### src/rtl/spc_pkg.sv
package spc_pkg;

    typedef enum logic [2:0] {
        SRC_PROG   = 3'd0,
        SRC_PGINV  = 3'd1,
        SRC_RDDIR  = 3'd2,
        SRC_HWINT  = 3'd3,
        SRC_CHDATA = 3'd4,
        SRC_LOADST = 3'd5,
        SRC_RSV6   = 3'd6,
        SRC_RSV7   = 3'd7
    } src_e;

    typedef enum logic [1:0] {
        CC_FULL       = 2'd0,
        CC_FETCH_ONLY = 2'd1,
        CC_NONE       = 2'd2,
        CC_RSV        = 2'd3
    } cc_e;

    typedef enum logic {
        ST_IDLE = 1'b0,
        ST_RESP = 1'b1
    } st_e;

    localparam logic [7:0] DEF_EXEMPT_MASK = 8'b0011_1000;

endpackage

### src/rtl/spc_ctrl.sv
module spc_ctrl
    import spc_pkg::*;
(
    input  logic       clk,
    input  logic       rst_n,
    input  logic       req_valid,
    input  logic       req_test,
    input  logic       req_store,
    input  logic       key_ok,
    input  logic       fetch_ok,
    input  logic       guard_blk,
    output logic       req_ready,
    output logic       rsp_valid,
    output logic       rsp_allow,
    output logic       rsp_prot_exc,
    output logic       rsp_test,
    output logic [1:0] rsp_cc
);
    st_e  state_q, state_d;
    logic accept;
    logic store_ok;
    logic allow_d;
    cc_e  cc_d;

    logic allow_q, exc_q, test_q;
    cc_e  cc_q;

    assign accept   = req_valid & (state_q == ST_IDLE);
    assign store_ok = key_ok & ~guard_blk;

    always_comb begin
        if (store_ok)      cc_d = CC_FULL;
        else if (fetch_ok) cc_d = CC_FETCH_ONLY;
        else               cc_d = CC_NONE;
        allow_d = req_store ? store_ok : fetch_ok;
    end

    // next state
    always_comb begin
        state_d = state_q;
        unique case (state_q)
            ST_IDLE: if (accept) state_d = ST_RESP;
            ST_RESP: state_d = ST_IDLE;
            default: state_d = ST_IDLE;
        endcase
    end

    // state register
    always_ff @(posedge clk or negedge rst_n) begin
        if (!rst_n) state_q <= ST_IDLE;
        else        state_q <= state_d;
    end

    // result register
    always_ff @(posedge clk or negedge rst_n) begin
        if (!rst_n) begin
            allow_q <= 1'b0;
            exc_q   <= 1'b0;
            test_q  <= 1'b0;
            cc_q    <= CC_FULL;
        end else if (accept) begin
            test_q  <= req_test;
            allow_q <= ~req_test & allow_d;
            exc_q   <= ~req_test & ~allow_d;
            cc_q    <= req_test ? cc_d : CC_FULL;
        end
    end

    // outputs
    always_comb begin
        req_ready    = 1'b0;
        rsp_valid    = 1'b0;
        rsp_allow    = 1'b0;
        rsp_prot_exc = 1'b0;
        rsp_test     = 1'b0;
        rsp_cc       = 2'd0;
        unique case (state_q)
            ST_IDLE: req_ready = 1'b1;
            ST_RESP: begin
                rsp_valid    = 1'b1;
                rsp_allow    = allow_q;
                rsp_prot_exc = exc_q;
                rsp_test     = test_q;
                rsp_cc       = cc_q;
            end
            default: req_ready = 1'b0;
        endcase
    end
endmodule

### config.mk
export PLATFORM = sky130hd
export DESIGN_NAME = spc_ctrl
export DESIGN_NICKNAME = d
export VERILOG_FILES = /design/src/rtl/spc_pkg.sv /design/src/rtl/spc_ctrl.sv
export SDC_FILE = /design/constraint.sdc
export NUM_CORES = 1
export LEC_CHECK = 0
export CORE_AREA = 10 10 47 49
export CTS_BUF_LIST = sky130_fd_sc_hd__clkbuf_8
export CTS_CLUSTER_DIAMETER = 50
export DETAILED_ROUTE_END_ITERATION = 16
export DIE_AREA = 0 0 57 59
export GPL_ROUTABILITY_DRIVEN = 1
export PLACE_DENSITY = 0.52
export SYNTH_ARGS = -nofsm -noshare
export SYNTH_HDL_FRONTEND = slang
export SYNTH_SLANG_ARGS = --single-unit
### constraint.sdc
create_clock -name clk -period 1.55 [get_ports clk]
set_clock_uncertainty 0.15 [all_clocks]
set_input_delay 0.31 -clock clk [delete_from_list [all_inputs] [get_ports clk]]
set_output_delay 0.31 -clock clk [all_outputs]
set_load 0.02 [all_outputs]
Word-level counts from Yosys, hierarchy flattened
Index checks and enable logic that the tools add are counted.
{"block": "totals", "output_inout_bits": 7, "inputBits": 8, "register_bits": 6, "wordCells": 25}
{"block": "classes", "n_bitwise": 8, "muxes": 12}
{"op": "$mux 2", "count": 4}
{"op": "$mux 1", "count": 7}
{"op": "$and 1x1->1", "count": 4}
{"op": "$not 1->1", "count": 4}
{"op": "$pmux 1 s2", "count": 1}

Depth between registers and ports, before layout
{"block": "logic_depth", "depth_word": 5, "mapped_depth": 5, "depth_no_buf": 4}

Least setup slack after synthesis
OpenSTA, ideal clock, no wires.
{"block": "synth_path", "path_type": "reg2reg", "start": "register state_q", "end": "register exc_q", "stages_incl_launch_ff": 5, "synth_period_minus_slack_ps": 1262, "arrival_time_ps": 991, "path_buffers": 1, "setup_slack_ps": 288, "setup_ps": 121, "cell_sequence": "dfrtp_1 -> nand2b_4 -> buf_6 -> nor2_2 -> a22o_1"}
{"block": "synth_between", "elab_chain_cells": 2}
{"element": "from (decl)", "line": "spc_ctrl.sv:19", "source": "st_e state_q, state_d;"}
{"element": "from (signal assigned)", "line": "spc_ctrl.sv:51", "source": "else state_q <= state_d;"}
{"element": "$not 1->1"}
{"element": "$and 1x1->1", "line": "spc_ctrl.sv:28", "source": "assign accept = req_valid & (state_q == ST_IDLE);"}
{"element": "to (signal assigned)", "line": "spc_ctrl.sv:64", "source": "exc_q <= ~req_test & ~allow_d;"}
{"element": "to (decl)", "line": "spc_ctrl.sv:25", "source": "logic allow_q, exc_q, test_q;"}
No other way between the ends.
A chain may end at the register's enable or synchronous reset.

Worst setup path after layout
{"block": "layout_path", "start": "register state_q", "end": "output port req_ready"}
{"block": "layout_between", "elab_chain_cells": 1}
{"element": "$mux 1", "line": "spc_ctrl.sv:77", "source": "unique case (state_q)"}
{"element": "to (decl)", "line": "spc_ctrl.sv:12", "source": "output logic req_ready,"}
No other way between the ends.

==> impl_metrics.csv <==
group,metric,value,unit
setup_path,r2r_start,"state_q$_DFF_PN0_",
finish,syn_to_final_growth,56.4,%
clock_tree,post_cts_resize_count,22,
route,drc_errors,0,
setup_path,cp.required,1090,ps
yosys,synth_cell_type_count,14,
setup_path,cp.arrival,1030,ps
global_route,grt_pass1_wl,1.20,mm
setup_path,cp-end-kind,"output port",
place,io_buffers,14,
global_route,grt_pass1_vias,287,
status,status,"finished, final reports clean",
timing,max_freq,669,MHz
die,fp.coreArea,1400,sq um
place,place_ws,-108,ps
power,power.leakage,0.237,nW
finish,drive_above_1_share,38.3,%
timing,worstMarginPinSlew,280,ps
global_route,grt_max_degree,10,
clock_tree,clock_path_buffers,2,
finish,fin_nets,57,
die,die_y,59,um
route,wl_per_cell,11.0,um
clock_tree,cts_buffers,3,
setup_path,r2r_slack,420,ps
finish,diodes,0,
global_route,groute.usage.overall,4.67,%
timing,holdWs,185,ps
clock_tree,clkTransAtPathRegs,40,ps
yosys,ys_seq_elements,6,
finish,final_util,33.9,%
clock_tree,clock-root-buffer,"clkbuf_8",
timing,fin_crit_sh,96.4,%
clock_tree,cts_setup_buffers,0,
timing,relSlewSlack,81.3,%
setup_path,crit_start,"state_q$_DFF_PN0_",
timing,grt_setup_unrepaired,"no",
setup_path,startpoint_type,"flop",
job,maxCapViolations,0,
global_route,antenna_found_initial,0,
global_route,grt_overflow,0,
timing,hold_viol_final,0,
die,rows,14,
route,vias,260,
yosys,synth_cells,30,
power,ir_drop,399,uV
clock_tree,ctsHoldBuffers,0,
route,wl,693,um
route,dr.pass1.iters,1,
timing,slew_violations,0,
yosys,avgSynthCellArea,10.1,sq um
min_path,min_path_type,"in -> async",
place,place_congestion,0.675,
clock_tree,cts_tree,"yes",
finish,layout_common_cells,"nand2_1 (7), clkdlybuf4s50_1 (7), and2_2 (5), dfrtp_1 (5), buf_2 (5)",
clock_tree,htreeDepth,1,
setup_path,path_max_fanout,8,
clock_tree,clkSinkCount,6,
yosys,yosysWarnings,0,
finish,fillers,156,
timing,layout_setup_ws,55.4,ps
timing,setup_viol,0,
die,initial_core_util,21.7,%
die,die_width,57,um
power,powerDensity,1060,nW/um^2
clock_tree,clk_latency,220,ps
route,antenna_left,0,
die,ios,15,
route,initialDrtViolationCount,0,
route,vias_per_cell,4.13,
yosys,syn_area,304,sq um
yosys,ys_seq_area_share,49.4,%
die,die_area,3360,sq um
yosys,syn_nets,38,
setup_path,setup.worst_path.class,"reg -> out",
timing,layout_min_cycle_time,1490,ps
## power by group
group / internal (mW) / total (mW) / switching [mW]
Clock: 0.167 / 0.232 / 0.0655
Combinational: 0.0462 / 0.0880 / 0.0418
Sequential: 0.174 / 0.183 / 0.00877
Total: 0.387 / 0.503 / 0.116
## through the flow
step / instances / cell area [sq um] / setup TNS [ps] / power (mW)
finish: 63 / 475 / 0 / 0.503
global route: 63 / 475 / 0 / 0.530
CTS: 63 / 482 / 0 / 0.518
detailed placement: 60 / 460 / -550 / 0.284
global placement: 60 / 460 / -514 / 0.285
floorplan: 30 / 304 / 0 / 0.233
## synthesized netlist by cell type
| cell type | count | share of area [%] |
|---|---|---|
| nand2_1 | 7 | 8.6 |
| dfrtp_1 | 6 | 49 |
| and2_2 | 5 | 12 |
| o31ai_1 | 2 | 4.9 |
| a22o_1 | 1 | 2.9 |
| buf_6 | 1 | 3.7 |
| inv_1 | 1 | 1.2 |
| inv_2 | 1 | 1.2 |
| mux2i_1 | 1 | 3.3 |
| nand2b_1 | 1 | 2.1 |
| nand2b_4 | 1 | 4.5 |
| nor2_2 | 1 | 2.1 |
| nor2b_1 | 1 | 2.1 |
| o21ai_1 | 1 | 1.6 |
## critical path: stages (launching register included)
cell,delay (ps)
dfrtp_2,430
inv_1,60
dlygate4sd2_1,330
## routing by layer
layer,track usage [%],up-vias,part of all wire [%],routed length [um]
met2,6.82,10,47,325
li1,-,132,-,-
met3,2.58,4,7.4,51
met5,0,-,0,0
met1,4.41,114,43,298
met4,5.03,0,2.6,18
## sequential cells by signal, summed over array words and instances (netlist names)
name	cells
cc_q	2
allow_q	1
exc_q	1
state_q	1
test_q	1
## final cells by class
type                       count  area [sq um]  area share (%)
sequential                     6           151            31.8
multi-input combinational     21           135            28.4
timing repair buffer          15           120            25.3
clock buffer                   3          41.3            8.68
tap                           16          20.0            4.21
inverter                       2          7.51            1.58
## kinds of logic (layout without fill, tap and decap cells)
kind of cell | Yosys count | after routing | share of synthesized area, %
flip-flops | 6 | 6 | 49.4
AND/OR/NAND/NOR | 16 | 16 | 31.7
buffers and inverters | 3 | 20 | 6.17
AO/OA/AOI/OAI | 4 | 4 | 9.46
multiplexers | 1 | 1 | 3.29
## path summary, 6_finish.rpt
path                       depth (start not counted)            endpoint
min in group clk                                   2  test_q$_DFFE_PN0P_
min                                                1   exc_q$_DFFE_PN0P_
max in group asynchronous                          1   state_q$_DFF_PN0_
max                                                2           req_ready
max reg2reg                                        2   exc_q$_DFFE_PN0P_
min reg2reg                                        2  test_q$_DFFE_PN0P_
No activity file was read; power rests on OpenSTA's default activity.
